<file path="src/rtl/lt_pkg.sv">
package lt_pkg;

    typedef enum logic {
        STD_60 = 1'b0,
        STD_50 = 1'b1
    } vstd_e;

    localparam int LINE_W      = 9;
    localparam int AUDIO_LINES = 32;

    function automatic int lines_per_frame(vstd_e s);
        return (s == STD_50) ? 313 : 263;
    endfunction

    function automatic int blank_line(vstd_e s);
        return (s == STD_50) ? 256 : 240;
    endfunction

    function automatic int frame_hz(vstd_e s);
        return (s == STD_50) ? 50 : 60;
    endfunction

    function automatic int line_clocks(int clk_hz, vstd_e s);
        return clk_hz / (frame_hz(s) * lines_per_frame(s));
    endfunction

endpackage

</file>
<file path="src/rtl/lt_line_div.sv">
module lt_line_div
    import lt_pkg::*;
#(
    parameter int P60 = 4,
    parameter int P50 = 4,
    parameter int W   = 3
) (
    input  logic  clk,
    input  logic  rst,
    input  vstd_e std_q,
    output logic  tick
);
    logic [W-1:0] cnt;
    logic [W-1:0] last;

    assign last = (std_q == STD_50) ? W'(P50 - 1) : W'(P60 - 1);
    assign tick = (cnt == last);

    always_ff @(posedge clk) begin
        if (rst || tick) cnt <= '0;
        else             cnt <= cnt + 1'b1;
    end

    AST_DIV_RANGE: assert property (@(posedge clk) disable iff (rst)
        cnt <= last);
    AST_TICK_PULSE: assert property (@(posedge clk) disable iff (rst)
        tick |=> !tick);
endmodule

</file>
<file path="src/rtl/lt_line_ctr.sv">
module lt_line_ctr
    import lt_pkg::*;
(
    input  logic              clk,
    input  logic              rst,
    input  vstd_e             std_in,
    input  logic              tick,
    output vstd_e             std_q,
    output logic [LINE_W-1:0] line_q,
    output logic              vblank,
    output logic              vbs_q,
    output logic              irq_q
);
    logic              wrap;
    logic [LINE_W-1:0] line_nx;

    assign wrap    = (line_q == LINE_W'(lines_per_frame(std_q) - 1));
    assign line_nx = line_q + 1'b1;
    assign vblank  = (line_q >= LINE_W'(blank_line(std_q)));

    always_ff @(posedge clk) begin
        if (rst) begin
            std_q  <= std_in;
            line_q <= '0;
            vbs_q  <= 1'b0;
            irq_q  <= 1'b0;
        end else begin
            vbs_q <= tick && !wrap && (line_nx == LINE_W'(blank_line(std_q)));
            irq_q <= tick && wrap;
            if (tick) begin
                if (wrap) begin
                    line_q <= '0;
                    std_q  <= std_in;
                end else begin
                    line_q <= line_nx;
                end
            end
        end
    end

    AST_LINE_RANGE: assert property (@(posedge clk) disable iff (rst)
        line_q < LINE_W'(lines_per_frame(std_q)));
    AST_IRQ_LINE0: assert property (@(posedge clk) disable iff (rst)
        irq_q |-> (line_q == '0) && !vblank);
    AST_VBS_LINE: assert property (@(posedge clk) disable iff (rst)
        vbs_q |-> vblank && (line_q == LINE_W'(blank_line(std_q))));
    AST_STD_HOLD: assert property (@(posedge clk) disable iff (rst)
        !(tick && wrap) |=> $stable(std_q));
endmodule

</file>
<file path="src/rtl/lt_audio_tick.sv">
module lt_audio_tick
    import lt_pkg::*;
#(
    parameter int N = AUDIO_LINES
) (
    input  logic clk,
    input  logic rst,
    input  logic tick,
    output logic pulse
);
    localparam int CW = (N > 1) ? $clog2(N) : 1;
    logic [CW-1:0] cnt;

    always_ff @(posedge clk) begin
        if (rst) begin
            cnt   <= '0;
            pulse <= 1'b0;
        end else if (tick) begin
            if (cnt == CW'(N - 1)) begin
                cnt   <= '0;
                pulse <= 1'b1;
            end else begin
                cnt   <= cnt + 1'b1;
                pulse <= 1'b0;
            end
        end else begin
            pulse <= 1'b0;
        end
    end

    AST_AUDIO_PULSE: assert property (@(posedge clk) disable iff (rst)
        pulse |=> !pulse);
    AST_AUDIO_CAUSE: assert property (@(posedge clk) disable iff (rst)
        pulse |-> $past(tick));
endmodule

</file>
<file path="src/rtl/lt_video_timing.sv">
module lt_video_timing
    import lt_pkg::*;
#(
    parameter int CLK_HZ = 33868800
) (
    input  logic              clk,
    input  logic              rst,
    input  logic              std_sel,
    output logic              hsync_tick,
    output logic [LINE_W-1:0] line_num,
    output logic              vblank,
    output logic              vblank_start,
    output logic              vblank_irq,
    output logic              audio_tick
);
    localparam int P60   = line_clocks(CLK_HZ, STD_60);
    localparam int P50   = line_clocks(CLK_HZ, STD_50);
    localparam int PMAX  = (P60 > P50) ? P60 : P50;
    localparam int PER_W = $clog2(PMAX) + 1;

    vstd_e std_q;

    lt_line_div #(.P60(P60), .P50(P50), .W(PER_W)) u_div (
        .clk   (clk),
        .rst   (rst),
        .std_q (std_q),
        .tick  (hsync_tick)
    );

    lt_line_ctr u_ctr (
        .clk    (clk),
        .rst    (rst),
        .std_in (vstd_e'(std_sel)),
        .tick   (hsync_tick),
        .std_q  (std_q),
        .line_q (line_num),
        .vblank (vblank),
        .vbs_q  (vblank_start),
        .irq_q  (vblank_irq)
    );

    lt_audio_tick #(.N(AUDIO_LINES)) u_aud (
        .clk   (clk),
        .rst   (rst),
        .tick  (hsync_tick),
        .pulse (audio_tick)
    );

    AST_RESET_QUIET: assert property (@(posedge clk)
        $past(rst) |-> (line_num == '0) && !vblank_irq && !audio_tick && !vblank_start);
endmodule

</file>
<file path="config.mk">
export PLATFORM = sky130hd
export DESIGN_NAME = lt_video_timing
export DESIGN_NICKNAME = d
export VERILOG_FILES = /design/src/rtl/lt_pkg.sv /design/src/rtl/lt_line_div.sv /design/src/rtl/lt_line_ctr.sv /design/src/rtl/lt_audio_tick.sv /design/src/rtl/lt_video_timing.sv
export SDC_FILE = /design/constraint.sdc
export NUM_CORES = 1
export LEC_CHECK = 0
export CORE_ASPECT_RATIO = 1.75
export CORE_MARGIN = 3
export CORE_UTILIZATION = 55
export DETAILED_ROUTE_END_ITERATION = 12
export PLACE_DENSITY = 0.77
export SLEW_MARGIN = 15
export SYNTH_ARGS = -nofsm -noshare
export SYNTH_HDL_FRONTEND = slang
export SYNTH_SLANG_ARGS = --single-unit
</file>
<file path="constraint.sdc">
create_clock -name clk -period 2.8 [get_ports clk]
set_clock_uncertainty 0.1 [all_clocks]
set_input_delay 0.84 -clock clk [delete_from_list [all_inputs] [get_ports clk]]
set_output_delay 0.84 -clock clk [all_outputs]
set_load 0.01 [all_outputs]
</file>
== Word level (Yosys, flattened, before mapping) ==
Cells that the tools add are included.
Word-level totals
  output and inout port bits: 14
  bits in latches: 0
  memories: 0
  logic and storage cells: 35
  memory bits (writable): 0
  memory bits (read-only): 0
  bits in registers: 31
Operators by class
  bitwise operators: 1
  reduce and logical (&&, ||, !) cells: 9
  shifts and indexed selects: 0
  $lt $le $gt $ge: 1
  equality and inequality tests: 4
  muxes and demuxes: 9
  multiply operators: 0
  add/subtract/negate cells: 4
  div/mod/pow operators: 0
Operators by type and width (number)
  $eq 9x9->1: 2
  $mux 9: 2
  $add 13x1->13 const B: 1
  $eq 13x13->1: 1
  $mux 5: 2
  $add 9x1->9 const B: 1
  $ge 9x9->1: 1
  $sub 9x2->9 const B: 1
  $mux 6: 1
  $add 5x1->5 const B: 1
  $eq 5x5->1 const B: 1
  $mux 1: 4
  $reduce_bool 2->1: 2
  $logic_and 1x1->1: 3
  $reduce_and 2->1: 1
  $reduce_or 2->1: 1
  $logic_not 1->1: 1
  $logic_or 1x1->1: 1
  $not 1->1: 1

== Longest topological paths before layout ==
  depth in word-level cells: 6
  mapped depth: 8

== Hierarchy ==
A second synthesis with hierarchy kept.
Unflattened totals
  cells, all modules: 200
  area total of the unflattened synthesis: 1775.5 µm²
Modules (own cells, without submodules)
  lt_line_ctr: instances 1, cells an instance 105, area each 865.8 µm²
  lt_line_div: instances 1, cells an instance 66, area each 645.6 µm²
  lt_audio_tick: instances 1, cells an instance 29, area each 264.0 µm²

== Worst setup path after synthesis ==
No wires, ideal clock.
  path kind: register to output
  start point: reg u_ctr.std_q
  end point: out vblank
  data arrival time: 1.509 ns
  required time: 1.860 ns
  setup slack: 0.351 ns
  cell stages (with the launch flop): 8
  path buffers: 1
  cells stage by stage: edfxtp_1 buf_2 inv_1 ha_1 nand2_1 o31ai_1 a31oi_1 o21ai_0
On the way
  longest elaborated chain between the ends: 2
RTL lines
  start, declared: RTL line lt_line_ctr.sv:8  | output vstd_e std_q,
  start signal, assigned: RTL line lt_line_ctr.sv:23  | std_q <= std_in;
  start signal, assigned: RTL line lt_line_ctr.sv:33  | std_q <= std_in;
  $mux 9: RTL line lt_pkg.sv:16  | return (s == STD_50) ? 256 : 240;
  $ge 9x9->1: RTL line lt_line_ctr.sv:19  | assign vblank = (line_q >= LINE_W'(blank_line(std_q)));
  end, declared: RTL line lt_video_timing.sv:11  | output logic vblank,
No other way between the ends.

== Worst setup path in the final report ==
  start point: reg u_ctr.line_q[4]
  end point: out vblank
On the way
  longest elaborated chain between the ends: 1
RTL lines
  start, declared: RTL line lt_line_ctr.sv:9  | output logic [LINE_W-1:0] line_q,
  start signal, assigned: RTL line lt_line_ctr.sv:35  | line_q <= line_nx;
  $ge 9x9->1: RTL line lt_line_ctr.sv:19
No other way between the ends.

==> impl_results.md <==
* Status: finished, final reports clean
* Non-Filler Instances at between 200 and 300
* Met3 usage at 0.0427
* Crit path kind: reg -> out
* Final Cycle Share at 0.948
* Wire length per cell at approximately 15 um
* Mean Syn Cell Area at about 8.2 um2
* Met1 Track Usage GR at 0.222
* Layout Nets at 248
* Class of the worst hold path: reg -> reg
* Initial cell density of the core at 0.582
* Post-synthesis mux area share at 0
* Max Fclk at about 380 MHz
* Simple-gate area share of the yosys netlist at 0.271
* Routed Antenna Nets at 0
* Vias at between 1,500 and 2,000
* Total CTS buffers at 5
* Die Ht at ~80 um
* Worst-Margin Slew at a little over 900 ps
* Vias in the first global route at around 1,700
* Cell Chain, Critical Path: inv_1, ha_1, nand2_1, o31ai_1, a31oi_1, o21ai_0, clkbuf_2
* Worst R2R Start: u_ctr.std_q$_DFFE_PP_
* First-pass GRT wire length at around 7300 um
* Dpl cells at roughly 270
* Cells after Synth at 213
* Worst reg-to-reg path cell count at 5
* GRT Total Usage at 0.242
* Startpoint types: flop
* Core ar. at 2990 um2
* Synth Area in XOR/XNOR at 0.0603
* Fraction of layout cells with a size suffix above 1 at 0.0894
* Final worst slack at roughly 150 ps
* Vias/cell at ~6.1
* Maximum VDD drop at around 0.00037 V
* Slowest CP cell: dfxtp_1
* Synthesized Nets at ~230
* Grt peak-use layer: met2
* Leakage at around 0.00075 uW
* Post-DP HPWL at between 3000 and 4000 um
* Crit path capture: vblank
* Dominant cell type by area after synthesis: dfxtp_1
* Synthesis Warnings at 0
* Total gr overflow at 0
* CP peak stage delay at around 330 ps
* Place WS at about 53 ps
* Final wirelength at between 4000 and 5000 um
* Register area share after synthesis at 0.362
* Placed inst area at approximately 2000 um2
* Die ar. at just under 4000 um2
* Initial antenna violation count at 0
* Die X at 48.6 um
* Largest family of logic cells by synthesized area: simple AND/OR/NAND/NOR gates
* Largest net degree at the start of global routing at 20
* Post-synth top area share at 0.345
* Crit path launch: u_ctr.line_q[4]$_SDFFE_PP0N_
* Slew margin rel. at 0.375
* Finished Cell Area at around 2100 um2
* CP arrival at approximately 1700 ps
* Clock-pin slew on the worst setup and hold paths at about 60 ps
* Synth Register Bits at 31
* CTS Root Cell: clkbuf_8
* Top FF cell, synth: dfxtp_1
* CTS HTree Levels at 2
* Finish-stage setup viols at 0
* Dominant cells by area after synthesis: dfxtp_1 34%, ha_1 7.9%, a21oi_1 5.5%
* CTS resizes at 2
* Gp weighted congestion at roughly 0.98
* Io pins at 17
* CTS tree: built
* Clock insertion delay at the later pin of the skew report at about 290 ps
* DRT Pass-1 Iters at 4
* Critical path fanouts, max at 5
* WHS at roughly 370 ps
* Total power divided by cell area at 436 nW/um2
* Antenna diodes at 0
* Row Count at 26
* R2R Path End: u_ctr.vbs_q$_SDFF_PP0_
* Crit path time final at roughly 2700 ps
* Post-route setup TNS at 0 ps
* Final Hold Viols at 0
* Post-synth EDFFs at 1
* CTS Hold Bufs at 0
* Async S/R FF share, synth at 0
* Unrepaired setup endpoints after global routing: no
* Synth Cell Area at ~1700 um2
* Layout area overhead at 19.8%
* IO Port Bufs at 16
* Crit path capture type: primary output
* Adder-cell share of the synthesized area at 0.0790
* # DRC at 0
* Final Slew Violations at 0
* Starting DRT DRC Count at between 50 and 60
* Postcts setup bufs at 0
* R2R Setup Slk at 370 ps
* Synth Area in Compound Gates at 0.165
* CTS Sinks at 31
* CTS Buffer Depth at 2
* Worst Path Required at roughly 1900 ps
* Maxcap violations at 0
* Library cells used by synthesis at 40
* M2 GR Usage at 0.481
cells in the final DEF (no fill, tap or decap), drive strengths merged, types with 3 or more instances in the layout:
cell type      instances
dfxtp                 30
a21oi                 19
nand2                 16
nor2                  16
inv                   14
clkdlybuf4s50         14
buf                   12
nand3                 11
ha                    11
or3                    9
clkbuf                 8
and3                   6
xnor2                  6
xor2                   6
o32ai                  6
nand4                  5
o21ai                  5
nor3                   4
nor4                   4
a31oi                  3
nand2b                 3
flip-flops by register name, summed over array words and instances (netlist names):
register      flops
u_div.cnt        13
u_ctr.line_q      9
u_aud.cnt         5
u_aud.pulse       1
u_ctr.irq_q       1
u_ctr.std_q       1
u_ctr.vbs_q       1
layout make-up:
cell class / count / area (um2)
Multi-Input combinational cell: 154 / 1000
Fill cell: 266 / 905
Sequential cell: 31 / 631
Timing Repair Buffer: 28 / 244
Clock buffer: 7 / 76.3
Inverter: 14 / 52.6
Tap cell: 42 / 52.6
Clock inverter: 1 / 30.0
critical path: cells and delay by family (launching register included):
kind,cells,cell delay (ps)
AOI/OAI and AO/OA,3,470
DFF,1,330
adders and majority gates,1,310
buffers and inverters,2,250
and+or+nand+nor,1,60
cells by family after synthesis:
family / after synthesis
simple gates: 86
compound gates: 45
flops: 31
buf+inv: 28
xor+xnor: 12
fa+ha+maj: 11
cell usage after synthesis, types with 2 or more instances:
master and instances:
and3_1 6, o2111ai_1 2, nor4bb_1 2, or3_1 9, a31oi_1 3, xor2_1 6
o21ai_0 3, nand4_1 5, o31ai_1 2, buf_2 4, nor4_1 4, clkbuf_1 10
dfxtp_1 30, a21oi_1 19, or4_1 2, inv_1 14, nor3_1 4, o21ai_1 2
and4_1 2, nor2_1 16, o211ai_1 2, xnor2_1 6, nand3_1 11, nand2_1 16
nand2b_1 3, ha_1 11, o32ai_1 6
worst min path at each step:
stage,to,from,cells after the start
after floorplan,u_div.cnt[0]$_SDFF_PP0_,u_div.cnt[0]$_SDFF_PP0_,1
after global placement,u_aud.cnt[4]$_SDFFE_PP0N_,u_aud.cnt[4]$_SDFFE_PP0N_,2
after detailed placement,u_aud.cnt[4]$_SDFFE_PP0N_,u_aud.cnt[4]$_SDFFE_PP0N_,2
after CTS,u_aud.cnt[4]$_SDFFE_PP0N_,u_aud.cnt[4]$_SDFFE_PP0N_,2
after global routing,u_aud.cnt[4]$_SDFFE_PP0N_,u_aud.cnt[4]$_SDFFE_PP0N_,2
final,u_aud.cnt[4]$_SDFFE_PP0N_,u_aud.cnt[4]$_SDFFE_PP0N_,2
metrics by stage:
step | power (uW) | utilization
after floorplan | 483 | -
after global placement | 494 | 0.664
after detailed placement | 496 | 0.664
after CTS | 920 | 0.699
after global routing | 940 | 0.698
final | 910 | 0.698
per-layer routing:
metal,routed length (um),share of wire,up-vias
met4,156,0.037,0
met5,0,0,-
met2,2390,0.56,56
met1,1520,0.36,796
li1,-,-,813
met3,172,0.041,15
where the power goes:
part | switching, uW | leakage (uW) | internal [uW]
sequential | 4.94 | 0.000252 | 448
combinational | 19.2 | 0.000450 | 14.4
clock | 158 | 0.0000524 | 266
total | 182 | 0.000755 | 728
No activity file was read; power rests on OpenSTA's default activity.
